<file path="src/rtl/vid_enc_regif_pkg.sv">
package vid_enc_regif_pkg;
  localparam int AW = 6;
  localparam int DW = 8;
  localparam logic [AW-1:0] A_CTL0 = 6'h00;
  localparam logic [AW-1:0] A_CTL1 = 6'h01;
  localparam logic [AW-1:0] A_TIM0 = 6'h02;
  localparam logic [DW-1:0] CTL0_DEF  = 8'hC0;
  localparam logic [DW-1:0] CTL0_MASK = 8'hF0;
  localparam logic [DW-1:0] CTL1_DEF  = 8'h30;
  localparam logic [DW-1:0] CTL1_MASK = 8'h3F;

  // default for timing register idx
  function automatic logic [DW-1:0] tim_default(input int idx);
    return DW'(8'h20 + 8'h10 * idx);
  endfunction

  // first control register as seen downstream and on read-back
  function automatic logic [DW-1:0] ctl0_effective(input logic [DW-1:0] raw,
                                                   input logic det625);
    logic [DW-1:0] v;
    v = raw & CTL0_MASK;
    if (raw[6]) v[5] = det625;
    return v;
  endfunction
endpackage

</file>
<file path="src/rtl/vid_enc_wr_sync.sv">
module vid_enc_wr_sync
  import vid_enc_regif_pkg::*;
#(
  parameter int STAGES = 2
) (
  input  logic          clk,
  input  logic          rst_n,
  input  logic          cs_n,
  input  logic          wr_n,
  input  logic [AW-1:0] addr,
  input  logic [DW-1:0] wdata,
  output logic          wr_commit,
  output logic [AW-1:0] waddr,
  output logic [DW-1:0] wval
);
  localparam int LAST = STAGES - 1;

  logic [STAGES-1:0] wr_pipe;
  logic [STAGES-1:0] cs_pipe;
  logic [AW-1:0]     a_pipe [STAGES];
  logic [DW-1:0]     d_pipe [STAGES];
  logic              wr_last;

  always_ff @(posedge clk or negedge rst_n) begin
    if (!rst_n) begin
      wr_pipe <= '1;
      cs_pipe <= '1;
      wr_last <= 1'b1;
      for (int i = 0; i < STAGES; i++) begin
        a_pipe[i] <= '0;
        d_pipe[i] <= '0;
      end
    end else begin
      wr_pipe[0] <= wr_n;
      cs_pipe[0] <= cs_n;
      a_pipe[0]  <= addr;
      d_pipe[0]  <= wdata;
      for (int i = 1; i < STAGES; i++) begin
        wr_pipe[i] <= wr_pipe[i-1];
        cs_pipe[i] <= cs_pipe[i-1];
        a_pipe[i]  <= a_pipe[i-1];
        d_pipe[i]  <= d_pipe[i-1];
      end
      wr_last <= wr_pipe[LAST];
    end
  end

  assign wr_commit = wr_pipe[LAST] & ~wr_last & ~cs_pipe[LAST];
  assign waddr     = a_pipe[LAST];
  assign wval      = d_pipe[LAST];
endmodule

</file>
<file path="src/rtl/vid_enc_reg_bank.sv">
module vid_enc_reg_bank
  import vid_enc_regif_pkg::*;
#(
  parameter int N_TIM = 3
) (
  input  logic               clk,
  input  logic               rst_n,
  input  logic               wr_commit,
  input  logic [AW-1:0]      waddr,
  input  logic [DW-1:0]      wval,
  output logic [DW-1:0]      ctl0_raw,
  output logic [DW-1:0]      ctl1,
  output logic [N_TIM*DW-1:0] tim_flat
);
  always_ff @(posedge clk or negedge rst_n) begin
    if (!rst_n) begin
      ctl0_raw <= CTL0_DEF;
      ctl1     <= CTL1_DEF;
    end else if (wr_commit) begin
      if (waddr == A_CTL0) ctl0_raw <= wval & CTL0_MASK;
      if (waddr == A_CTL1) ctl1     <= wval & CTL1_MASK;
    end
  end

  for (genvar g = 0; g < N_TIM; g++) begin : g_tim
    localparam logic [AW-1:0] MY_ADDR = AW'(A_TIM0 + g);
    always_ff @(posedge clk or negedge rst_n) begin
      if (!rst_n)
        tim_flat[g*DW +: DW] <= tim_default(g);
      else if (wr_commit && waddr == MY_ADDR)
        tim_flat[g*DW +: DW] <= wval;
    end
  end
endmodule

</file>
<file path="src/rtl/vid_enc_rd_mux.sv">
module vid_enc_rd_mux
  import vid_enc_regif_pkg::*;
#(
  parameter int N_TIM = 3
) (
  input  logic [AW-1:0]       addr,
  input  logic                std_625,
  input  logic [DW-1:0]       ctl0_raw,
  input  logic [DW-1:0]       ctl1,
  input  logic [N_TIM*DW-1:0] tim_flat,
  output logic [DW-1:0]       rdata
);
  localparam int A_STAT = 2 + N_TIM;

  always_comb begin
    rdata = '0;
    if (addr == A_CTL0)
      rdata = ctl0_effective(ctl0_raw, std_625);
    else if (addr == A_CTL1)
      rdata = ctl1;
    else if (int'(addr) == A_STAT)
      rdata = {{(DW-1){1'b0}}, std_625};
    else
      for (int i = 0; i < N_TIM; i++)
        if (int'(addr) == int'(A_TIM0) + i) rdata = tim_flat[i*DW +: DW];
  end
endmodule

</file>
<file path="src/rtl/vid_enc_regif.sv">
module vid_enc_regif
  import vid_enc_regif_pkg::*;
#(
  parameter int N_TIM       = 3,
  parameter int SYNC_STAGES = 2
) (
  input  logic               clk,
  input  logic               rst_n,
  input  logic [5:0]         addr,
  input  logic [7:0]         wdata,
  input  logic               cs_n,
  input  logic               wr_n,
  input  logic               std_625,
  output logic [7:0]         rdata,
  output logic               auto_reg,
  output logic               auto_std,
  output logic [1:0]         std_sel,
  output logic [5:0]         mode_bits,
  output logic [N_TIM*8-1:0] tim_flat
);
  logic          wr_commit;
  logic [AW-1:0] waddr;
  logic [DW-1:0] wval;
  logic [DW-1:0] ctl0_raw;
  logic [DW-1:0] ctl1;
  logic [DW-1:0] ctl0_eff;

  vid_enc_wr_sync #(.STAGES(SYNC_STAGES)) u_sync (
    .clk(clk), .rst_n(rst_n), .cs_n(cs_n), .wr_n(wr_n),
    .addr(addr), .wdata(wdata),
    .wr_commit(wr_commit), .waddr(waddr), .wval(wval)
  );

  vid_enc_reg_bank #(.N_TIM(N_TIM)) u_bank (
    .clk(clk), .rst_n(rst_n), .wr_commit(wr_commit),
    .waddr(waddr), .wval(wval),
    .ctl0_raw(ctl0_raw), .ctl1(ctl1), .tim_flat(tim_flat)
  );

  vid_enc_rd_mux #(.N_TIM(N_TIM)) u_rd (
    .addr(addr), .std_625(std_625), .ctl0_raw(ctl0_raw),
    .ctl1(ctl1), .tim_flat(tim_flat), .rdata(rdata)
  );

  assign ctl0_eff  = ctl0_effective(ctl0_raw, std_625);
  assign auto_reg  = ctl0_eff[7];
  assign auto_std  = ctl0_eff[6];
  assign std_sel   = ctl0_eff[5:4];
  assign mode_bits = ctl1[5:0];
endmodule

</file>
<file path="config.mk">
export PLATFORM = sky130hd
export DESIGN_NAME = vid_enc_regif
export DESIGN_NICKNAME = d
export VERILOG_FILES = /design/src/rtl/vid_enc_regif_pkg.sv /design/src/rtl/vid_enc_wr_sync.sv /design/src/rtl/vid_enc_reg_bank.sv /design/src/rtl/vid_enc_rd_mux.sv /design/src/rtl/vid_enc_regif.sv
export SDC_FILE = /design/constraint.sdc
export NUM_CORES = 1
export LEC_CHECK = 0
export ABC_AREA = 1
export BUFFER_PORTS_ARGS = -buffer_cell sky130_fd_sc_hd__buf_2
export CORE_UTILIZATION = 30
export CTS_CLUSTER_SIZE = 24
export DETAILED_ROUTE_END_ITERATION = 7
export GPL_TIMING_DRIVEN = 0
export PLACE_DENSITY_LB_ADDON = 0.05
export SKIP_LAST_GASP = 1
export SLEW_MARGIN = 20
export SYNTH_ARGS = -nofsm -noshare
export SYNTH_HDL_FRONTEND = slang
export SYNTH_SLANG_ARGS = --single-unit
export TNS_END_PERCENT = 10
</file>
<file path="constraint.sdc">
create_clock -name clk -period 1.2 [get_ports clk]
set_input_delay 0.24 -clock clk [delete_from_list [all_inputs] [get_ports clk]]
set_output_delay 0.24 -clock clk [all_outputs]
set_load 0.03 [all_outputs]
</file>
# == Word-level counts from Yosys, hierarchy flattened ==
# Index checks and enable logic that the tools add are counted.
# op_classes
n_eq_ne,9
n_mux,7
bitwise,4
n_reduce_logical,7
# op_table
op,n
$mux W8,6
$eq A6 B3 Y1 const B,3
$eq A6 B1 Y1 const B,2
$eq A6 B2 Y1 const B,2
$eq A6 B4 Y1 const B,2
$logic_not A6 Y1,2
$reduce_and A2 Y1,2
$logic_and A1 B1 Y1,3
$and A1 B1 Y1,2
$not A1 Y1,2
$mux W1,1
# totals
reg_bits,67
inputBits,19
out_inout_bits,42
wordCells,39

# == Longest topological paths before layout ==
# Gate-level depths: netlist (run 1).
# depth
word_depth,7
depth_mapped,7
mapped_depth_nobuf,7

# == Modules after synthesis ==
# Synthesis (run 1) repeated with hierarchy kept, for this count alone.
# hier_totals
hier_cells,290
area_unflattened_um2,2791.4
# modules_own_cells
module,instances,cells_per_inst,area_each_um2,seq_area_each_um2
vid_enc_reg_bank,1,165,1461.4,860.8
vid_enc_wr_sync,1,50,950.9,832.0
vid_enc_rd_mux,1,71,364.1,0.0
vid_enc_regif,1,4,15.0,0.0

# == Least setup slack after synthesis (run 1) ==
# Ideal clock, no wire load.
# synth_timing
path_kind,reg2out
start,register u_bank.ctl0_raw[6]
end,output port rdata[5]
t_arrival_ns,1.469
required_ns,0.960
path_slack_ns,-0.509
path_stages_with_launch,4
path_buffers,0
cell_sequence,dfstp_2 -> mux2_2 -> nand2_1 -> nand4_1
# synth_via
elab_chain_cells,2
# synth_lines
element,line,text
start: declaration,vid_enc_reg_bank.sv:11,"output logic [DW-1:0] ctl0_raw,"
start signal: assignment,vid_enc_reg_bank.sv:20,if (waddr == A_CTL0) ctl0_raw <= wval & CTL0_MASK;
$mux W1,-,
named net std_sel[1],vid_enc_regif.sv:17,"output logic [1:0] std_sel,"
$mux W8,vid_enc_rd_mux.sv:17,if (addr == A_CTL0)
end: declaration,vid_enc_regif.sv:14,"output logic [7:0] rdata,"
# The timed path passes the listed nets, and every way through them passes these cells.

# == Worst setup path after layout (run 1) ==
# layout_timing
start,register u_bank.ctl0_raw[6]
end,output port rdata[5]
# layout_via
elab_chain_cells,2
# layout_lines
element,line,text
$mux W1,vid_enc_regif_pkg.sv:22,if (raw[6]) v[5] = det625;
$mux W8,vid_enc_rd_mux.sv:17,
# No other way between the ends.

==> flow_summary.ini, run 1 <==
[status]
status = finished with violations
violations = negative setup slack

[worst_setup_path]
cp.arrival_ns = 1.54
crit_path_end_kind = primary output
startpoint_type = flip-flop
reg2reg_depth = 7
worstSetupPathType = flip-flop to primary output
r2r-start = u_sync.wr_pipe[1]
cp.required_ns = 0.96
reg2reg_to = u_bank.tim_flat[13]
worstPathMaxFanout = 2
r2r_slack_ns = -0.32

[cts]
cts_tree = built
htreeDepth = 3
numCtsBuffers = 9
clk_pin_slew_ns = 0.07
insertion_delay_ns = 0.35
cts.sinks = 67
clockBufferDepth = 2
cts_root_buf = clkbuf_8

[synth]
synth_area_um2 = 2610
ys_ff_latch = 67
synth_top_family_by_area = simple AND/OR/NAND/NOR gates
synthAdderAreaFrac_pct = 0
yosysWarnings = 0
synthCells = 242
synthSimpleGateAreaFrac_pct = 21.2
synthTopCellsByArea = dfrtp_1 (52%), dfstp_2 (13%), nand2_1 (9.9%)
synth_compound_area_share_pct = 9.48
syn_avg_cell_area_um2 = 10.8
synth_xor_area_share_pct = 0
synth_fp_nets = 261
yosysTopAreaCell = dfrtp_1
synth_mux_area_share_pct = 0.431
yosysUniqueCellTypes = 28
synth_top_cell_area_share_pct = 51.7
synth_seq_area_share_pct = 64.8

[hold_path]
hold_depth = 1
hold_end = u_sync.a_pipe[7]
min_path_type = input port to flip-flop
min-delay-start = addr[1]

[global_route]
grt_max_degree = 36
grt_pass1_wl_mm = 10.8
grt_overflow = 0
grt_pass1_vias = 1989
antenna_found_initial = 0
grt_use_total_pct = 16.9

[run]
cap_violations = 0

[layout]
diodes = 0
fin_cells = 453
area_growth_pct = 41.9
drive_gt1_share_pct = 45.1
fillers = 834
final_common_cell = nand2_1
multiInputGateArea_um2 = 907
ff_latch_area_um2 = 1700
fin_nets = 362
layout_common_cells = nand2_1 (65), buf_2 (51), dfrtp_1 (51), buf_4 (17)

[timing]
setup-violations-final = 57
skew_ns = 0.00855
slew_violations = 0
worst_slack_ns = -0.581
fin_crit_ns = 1.78
maxSlewHeadroom_pct = 69.5
fmax_ghz = 0.561
rsz0062_at_grt = true
fin_crit_sh_pct = 148
worst_slew_pin_slew_ns = 0.457
final_hold_viol_count = 0

[floorplanning]
dieWidth_um = 95.3
initial_core_util_pct = 31.3
core_area_um2 = 8340
num_io_pins = 61
die_h_um = 95.3
die_area_um2 = 9090
std_cell_rows = 33

[placement]
dp_hpwl_mm = 4.61
place.gp.congestion = 0.744
dpl.cell_count = 408
io_buffers = 60

[routing]
drcViolationCount = 0
ant_nets = 0
drt_iter0_drc = 65
drtPass1Iterations = 4
num_vias = 2080
wirelength_mm = 6.89
via_per_inst = 4.59
route.detailed.wl_per_inst_um = 15.2

[pwr]
fin_total_pwr_uw = 5020
ir_worst_vdd_uv = 567
power.leakage_uw = 0.00186
pwr_density_cell_nw_per_um2 = 1350
[registers in the layout (all words and copies together) (netlist names), 2 cells and up]
name             count
u_sync.d_pipe        8
u_bank.tim_flat     24
u_bank.ctl1          6
u_sync.waddr         6
u_sync.cs_pipe       2
u_sync.wr_pipe       2
u_sync.a_pipe        6
u_bank.ctl0_raw      4
u_sync.wval          8
[layout make-up]
class | instances | share of cell area (%)
Multi-Input combinational cell | 151 | 24.5
Tap cell | 105 | 3.54
Sequential cell | 67 | 45.7
Clock inverter | 7 | 2.50
Inverter | 20 | 2.09
Timing Repair Buffer | 90 | 17.2
Clock buffer | 9 | 3.34
Buffer | 4 | 1.11
[cell usage after synthesis, drive strengths merged]
cell    instances
a21oi           2
and2            1
buf             4
dfrtp          54
dfstp          13
inv            20
mux2            1
nand2          73
nand3           9
nand3b          1
nand4          10
nor2           14
nor3            2
nor4            1
o21a            2
o21ai          34
or2             1
[worst max-delay path: stages, from the launching register on]
cell	delay [ns]
dfstp_2	0.54
mux2_4	0.30
nand2_1	0.06
nand4_1	0.12
buf_6	0.17
[worst max path at each step]
| stage | startpoint | endpoint | slack (ns) | depth (start not counted) |
|---|---|---|---|---|
| after floorplan | u_bank.ctl0_raw[6] | rdata[5] | -0.41 | 3 |
| after global placement | rst_n | u_bank.tim_flat[16] | -0.59 | 1 |
| after detailed placement | addr[4] | rdata[5] | -0.49 | 8 |
| after CTS | u_bank.ctl0_raw[6] | rdata[5] | -0.60 | 4 |
| after global routing | u_bank.ctl0_raw[6] | rdata[5] | -0.63 | 4 |
| final | u_bank.ctl0_raw[6] | rdata[5] | -0.58 | 4 |
[stage by stage]
stage | hold slack, ns | setup slack (ns) | utilization, % | setup TNS, ns | area, um^2
6_report | 0.0495 | -0.581 | 44.5 | -11.46 | 3710
5_1_grt | 0.0331 | -0.629 | 44.5 | -17.40 | 3710
4_1_cts | 0.0235 | -0.596 | 42.9 | -13.36 | 3580
3_5_place_dp | 0.228 | -0.490 | 37.4 | -13.69 | 3120
3_3_place_gp | 0.332 | -0.591 | 37.1 | -40.64 | 3090
2_1_floorplan | -0.0556 | -0.410 | - | -3.42 | 2660
[kinds of logic after synthesis]
| logic type | Yosys count |
|---|---|
| buffers and inverters | 24 |
| AND/OR/NAND/NOR | 112 |
| AO/OA/AOI/OAI | 38 |
| flip-flops | 67 |
| multiplexers | 1 |
[power by group]
group	total [uW]	switching (uW)	internal, uW
combinational	498	316	181
clock	2070	905	1160
sequential	2460	74.9	2380
[repair_timing]
item	in CTS	in global routing
hold buffers	11	3
setup endpoints to repair	61	76
setup buffers	8	6
pin swaps	9	6
cloned	1	0
endpoints found under the hold margin	33	3
resized for setup	18	14
[routing by layer]
| metal | vias to the layer above | track usage [%] | share of wire [%] |
|---|---|---|---|
| li1 | 1001 | - | - |
| met1 | 1007 | 22.7 | 46 |
| met2 | 61 | 26.1 | 47 |
| met3 | 11 | 5.18 | 5.4 |
| met4 | 0 | 5.18 | 1.5 |
| met5 | - | 0 | 0 |
No activity file was read; power rests on OpenSTA's default activity.
==> run 2: changes to the inputs <==
--- a/config.mk
+++ b/config.mk
@@ -11,6 +11,7 @@
 export CTS_CLUSTER_SIZE = 24
 export DETAILED_ROUTE_END_ITERATION = 7
 export GPL_TIMING_DRIVEN = 0
+export HOLD_SLACK_MARGIN = 0.1
 export PLACE_DENSITY_LB_ADDON = 0.05
 export SKIP_LAST_GASP = 1
 export SLEW_MARGIN = 20
==> run 2 against run 1 <==
The flow still finishes with violations (negative setup slack). Die area unchanged. Clock skew hardly changed. Maximum frequency is essentially flat. Setup slack hardly changed. Critical path depth is the same. Combinational power is 1% higher. Final area up 0.81%. Global-route usage rose by 0.10 points. Sequential power is essentially flat. Total power rose by 0.14%. Sequential share of layout area fell by 0.37 points. Flip-flop and latch count unchanged. Critical path type unchanged. Highest routed layer unchanged.
==> flow_summary.ini, run 2 (synthesis gave the netlist of run 1 again) <==
[cts]
cts_root_buf = clkbuf_8
htreeDepth = 3
clockBufferDepth = 2
clk_pin_slew_ns = 0.07
insertion_delay_ns = 0.35
numCtsBuffers = 9
cts.sinks = 67
cts_tree = built

[layout]
regMostFlops = u_bank.tim_flat
final_common_cell = nand2_1
drive_gt1_share_pct = 44.7
fin_nets = 365
largest_register_ffs = 24
layout_common_cells = nand2_1 (65), buf_2 (51), dfrtp_1 (51), buf_4 (17), dlygate4sd3_1 (17)
diodes = 0
area_growth_pct = 43.0
fillers = 831

[timing]
maxSlewHeadroom_pct = 69.4
fmax_ghz = 0.561
worst_slack_ns = -0.581
fin_crit_ns = 1.78
rsz0062_at_grt = true
slew_violations = 0
fin_crit_sh_pct = 148
skew_ns = 0.00855
setup-violations-final = 57
final_hold_viol_count = 0
finalHoldWorstSlack_ns = 0.351
worst_slew_pin_slew_ns = 0.459

[pwr]
ir_worst_vdd_uv = 566
fin_total_pwr_uw = 5030
p_int_uw = 3730
pwr_density_cell_nw_per_um2 = 1350
p_comb_share_pct = 10.0
p_switching_uw = 1300
power.leakage_uw = 0.00187
p_clk_share_pct = 41.1
switching_share_pct = 25.8
seqPwrFrac_pct = 48.9

[worst_setup_path]
critPathLaunch = u_bank.ctl0_raw[6]
worstPathMaxFanout = 2
cp.required_ns = 0.96
worstSetupPathType = flip-flop to primary output
cp.arrival_ns = 1.54
r2r-start = u_sync.wr_pipe[1]
crit_path_end_kind = primary output
reg2reg_depth = 7
startpoint_type = flip-flop

[routing]
wirelength_mm = 6.90
num_vias = 2093
drtPass1Iterations = 4
drcViolationCount = 0
route.detailed.wl_per_inst_um = 15.1
drt_iter0_drc = 58
ant_nets = 0
via_per_inst = 4.59

[global_route]
grt_overflow = 0
antenna_found_initial = 0
grt_pass1_wl_mm = 10.9
grt_max_degree = 36
grt_pass1_vias = 2012
grt_use_total_pct = 17.0

[floorplanning]
die_area_um2 = 9090
std_cell_rows = 33
die_h_um = 95.3
dieWidth_um = 95.3
initial_core_util_pct = 31.3
core_area_um2 = 8340
num_io_pins = 61

[hold_path]
hold_depth = 0
min_path_type = flip-flop to flip-flop
min-delay-start = u_sync.a_pipe[9]

[placement]
dp_hpwl_mm = 4.61
place.gp.congestion = 0.744
io_buffers = 60

[status]
status = finished with violations
violations = negative setup slack

[run]
cap_violations = 0
-- run 2: cell count changes in the layout (fill, tap and decap cells not counted) --
cell           delta
dlygate4sd3_1     +3
-- run 2: area by class of cell --
type	count	area [um^2]	area share [%]
plain buffers	4	41.3	1.10
multi-input cells	151	907	24.3
inverters	20	77.6	2.07
clock buffers	9	124	3.31
well taps	105	131	3.51
repair buffers	93	668	17.9
clock inverters	7	92.6	2.48
flip-flops and latches	67	1700	45.4
-- run 2: final timing paths --
check | endpoint | slack [ns]
min in group asynchronous | u_sync.waddr[5] | 0.38
hold / removal | u_sync.waddr[3] | 0.35
setup / recovery | rdata[5] | -0.58
max in group asynchronous | u_bank.ctl1[4] | 0.22
setup reg to reg | u_bank.tim_flat[13] | -0.32
hold reg to reg | u_sync.waddr[3] | 0.35
-- run 2: metrics by stage --
| stage | setup TNS [ns] | cell area (um^2) | std cells | utilization, % | worst slack [ns] |
|---|---|---|---|---|---|
| floorplan | -3.42 | 2660 | 242 | - | -0.410 |
| global placement | -40.64 | 3090 | 407 | 37.1 | -0.591 |
| detailed placement | -13.69 | 3120 | 408 | 37.4 | -0.490 |
| CTS | -13.36 | 3640 | 450 | 43.6 | -0.596 |
| global route | -17.41 | 3740 | 456 | 44.8 | -0.629 |
| finish | -11.44 | 3740 | 456 | 44.8 | -0.581 |
-- run 2: timing repair --
| action | 4_1_cts | 5_1_grt |
|---|---|---|
| hold endpoints to repair | 39 | 0 |
| hold buffers | 17 | 0 |
| endpoints found under the setup margin | 61 | 76 |
| resized for setup | 18 | 14 |
| gates cloned | 1 | 0 |
| setup buffers | 8 | 6 |
| pin swaps | 9 | 6 |
-- run 2: layer usage --
| metal | vias up | wire (um) | share of wire (%) | global-route usage (%) |
|---|---|---|---|---|
| met2 | 61 | 3260 | 47 | 26.4 |
| met4 | 0 | 104 | 1.5 | 5.18 |
| met3 | 11 | 369 | 5.3 | 5.18 |
| met1 | 1016 | 3170 | 46 | 22.7 |
| met5 | - | 0 | 0 | 0 |
| li1 | 1005 | - | - | - |
-- run 2: critical path, cell delays in order (launching register included) --
cell	delay (ns)
dfstp_2	0.54
mux2_4	0.30
nand2_1	0.06
nand4_1	0.12
buf_6	0.17
-- run 2: power by group through the flow --
stage	Clock [uW]	Combinational, uW	Sequential, uW
2_1_floorplan	0	141	2590
3_3_place_gp	0	415	2500
3_5_place_dp	0	428	2500
4_1_cts	2130	499	2460
5_1_grt	2220	556	2470
6_report	2060	505	2460
==> run 3: changes to the inputs <==
--- a/config.mk
+++ b/config.mk
@@ -6,10 +6,10 @@
 export NUM_CORES = 1
 export LEC_CHECK = 0
 export ABC_AREA = 1
-export BUFFER_PORTS_ARGS = -buffer_cell sky130_fd_sc_hd__buf_2
 export CORE_UTILIZATION = 30
 export CTS_CLUSTER_SIZE = 24
 export DETAILED_ROUTE_END_ITERATION = 7
+export DONT_BUFFER_PORTS = 1
 export GPL_TIMING_DRIVEN = 0
 export HOLD_SLACK_MARGIN = 0.1
 export PLACE_DENSITY_LB_ADDON = 0.05
==> run 3 against run 2 <==
The run ends with negative hold slack, negative setup slack left. Critical path depth is 1 lower. Clock skew is 0.00064 ns higher. Register-to-register slack worse by 0.05 ns. Flip-flop and latch count stayed put. Setup slack worse by 0.25 ns. Sequential power is 4% higher. Via count is 17% lower. Clock-buffer cell count is 1 higher. Combinational power is 57% lower. Clock power is 3% higher. Non-clock buffer count is 72 lower. Wire length is 2.5% lower.
==> flow_summary.ini, run 3 (synthesis gave the netlist of run 1 again) <==
[cts]
insertion_delay_ns = 0.34
cts_tree = built
clockBufferDepth = 2
cts.sinks = 67
clk_pin_slew_ns = 0.08
cts_root_buf = clkbuf_8
htreeDepth = 3
numCtsBuffers = 9
hold_buffers = 16

[placement]
dp_hpwl_mm = 4.48
postPlaceCellArea_um2 = 2790
place.gp.congestion = 0.721
io_buffers = 0

[floorplanning]
std_cell_rows = 33
die_h_um = 95.3
initial_core_util_pct = 31.3
num_io_pins = 61
dieWidth_um = 95.3
core_area_um2 = 8340
die_area_um2 = 9090

[worst_setup_path]
cpMaxStageDelayCell = dfstp_2
worstSetupPathType = flip-flop to primary output
cp.arrival_ns = 1.79
path_cells = mux2_4 -> nand2_2 -> nand4_1
cp.required_ns = 0.96
slowest_delay_ns = 0.66
worstPathMaxFanout = 4
startpoint_type = flip-flop
crit_path_end_kind = primary output

[global_route]
grt_max_degree = 68
grt_overflow = 0
grt_pass1_wl_mm = 10.3
grt_use_total_pct = 16.4
grt_pass1_vias = 1784
antenna_found_initial = 0

[routing]
route.detailed.wl_per_inst_um = 17.5
num_vias = 1734
drt_iter0_drc = 64
drtPass1Iterations = 4
wirelength_mm = 6.73
via_per_inst = 4.52
ant_nets = 0
drcViolationCount = 0

[layout]
drive_gt1_share_pct = 30.8
largest_register_ffs = 24
final_common_cell = nand2_1
regMostFlops = u_bank.tim_flat
fin_nets = 293
diodes = 0
final_cell_area_um2 = 3270
layout_common_cells = nand2_1 (65), dfrtp_1 (50), dlygate4sd3_1 (16), inv_1 (15), o21ai_2 (14)
area_growth_pct = 25.3

[status]
status = finished with violations
violations = negative hold slack, negative setup slack

[run]
cap_violations = 0

[pwr]
fin_total_pwr_uw = 4920
pwr_density_cell_nw_per_um2 = 1500
power.leakage_uw = 0.00150
ir_worst_vdd_uv = 584

[timing]
fmax_ghz = 0.493
finalHoldWorstSlack_ns = -0.412
final_hold_viol_count = 67
worst_slew_pin_slew_ns = 0.425
worst_slack_ns = -0.830
fin_crit_sh_pct = 169
slew_violations = 0
rsz0062_at_grt = true
fin_crit_ns = 2.03
skew_ns = 0.00919
setup-violations-final = 51
maxSlewHeadroom_pct = 71.6

[hold_path]
min_path_type = input port to asynchronous set/reset pin
[run 3: cell count changes in the layout (fill, tap and decap cells not counted), sizes merged]
| cell | previous run | this run |
|---|---|---|
| buf | 80 | 8 |
| dlygate4sd3 | 17 | 16 |
| clkinvlp | 3 | 2 |
| clkbuf | 9 | 11 |
[run 3: per-stage QoR]
step                      instances  setup TNS [ns]  util [%]  hold WS [ns]  worst slack, ns
after global routing            384          -16.84      39.3        -0.449           -0.915
after detailed placement        347          -12.83      33.5       -0.0531           -0.474
after CTS                       379          -15.64      38.1        -0.439           -0.861
final                           384          -12.18      39.3        -0.412           -0.830
after global placement          347          -12.39      33.5       -0.0531           -0.476
after floorplan                 242           -3.42         -       -0.0556           -0.410
[run 3: report_power, final]
part / internal [uW] / switching (uW) / total [uW] / leakage, uW
Combinational: 92.8 / 123 / 216 / 0.000579
Clock: 1230 / 907 / 2130 / 0.000108
Sequential: 2390 / 188 / 2570 / 0.000814
Total: 3700 / 1220 / 4920 / 0.00150
[run 3: critical path: cells and delay by family (launching register included)]
family | cells | cell delay [ns]
flip-flops | 1 | 0.66
multiplexers | 1 | 0.39
AND/OR/NAND/NOR | 2 | 0.40
[run 3: repair_timing]
item,in CTS,in global routing
buffers inserted,0,4
gates cloned,0,1
endpoints found under the setup margin,51,55
resized for setup,0,11
pin swaps,4,5
endpoints found under the hold margin,83,67
[run 3: per-layer routing]
metal	wire length, um	GRT usage (%)
met5	0	0
met3	545	7.66
met4	73	5.30
met2	3090	24.6
met1	3020	20.7
[run 3: worst paths after layout]
path,slack (ns),from,cells after the start,end
max,-0.83,u_bank.ctl0_raw[6],3,rdata[5]
min,-0.41,rst_n,0,u_bank.tim_flat[16]
max reg2reg,-0.37,u_sync.wr_pipe[1],6,u_bank.tim_flat[6]
min reg2reg,0.35,u_sync.a_pipe[6],0,u_sync.waddr[0]
max in group asynchronous,1.41,rst_n,0,u_bank.ctl0_raw[6]
min in group clk,0.35,u_sync.a_pipe[6],0,u_sync.waddr[0]
[run 3: area by class of cell]
cell class	count	area, um^2
fillers	830	5070
clock buffers	10	138
repair buffers	21	215
clock inverters	6	88.8
well taps	105	131
multi-input cells	151	887
flip-flops and latches	67	1700
plain buffers	4	41.3
inverters	20	75.1
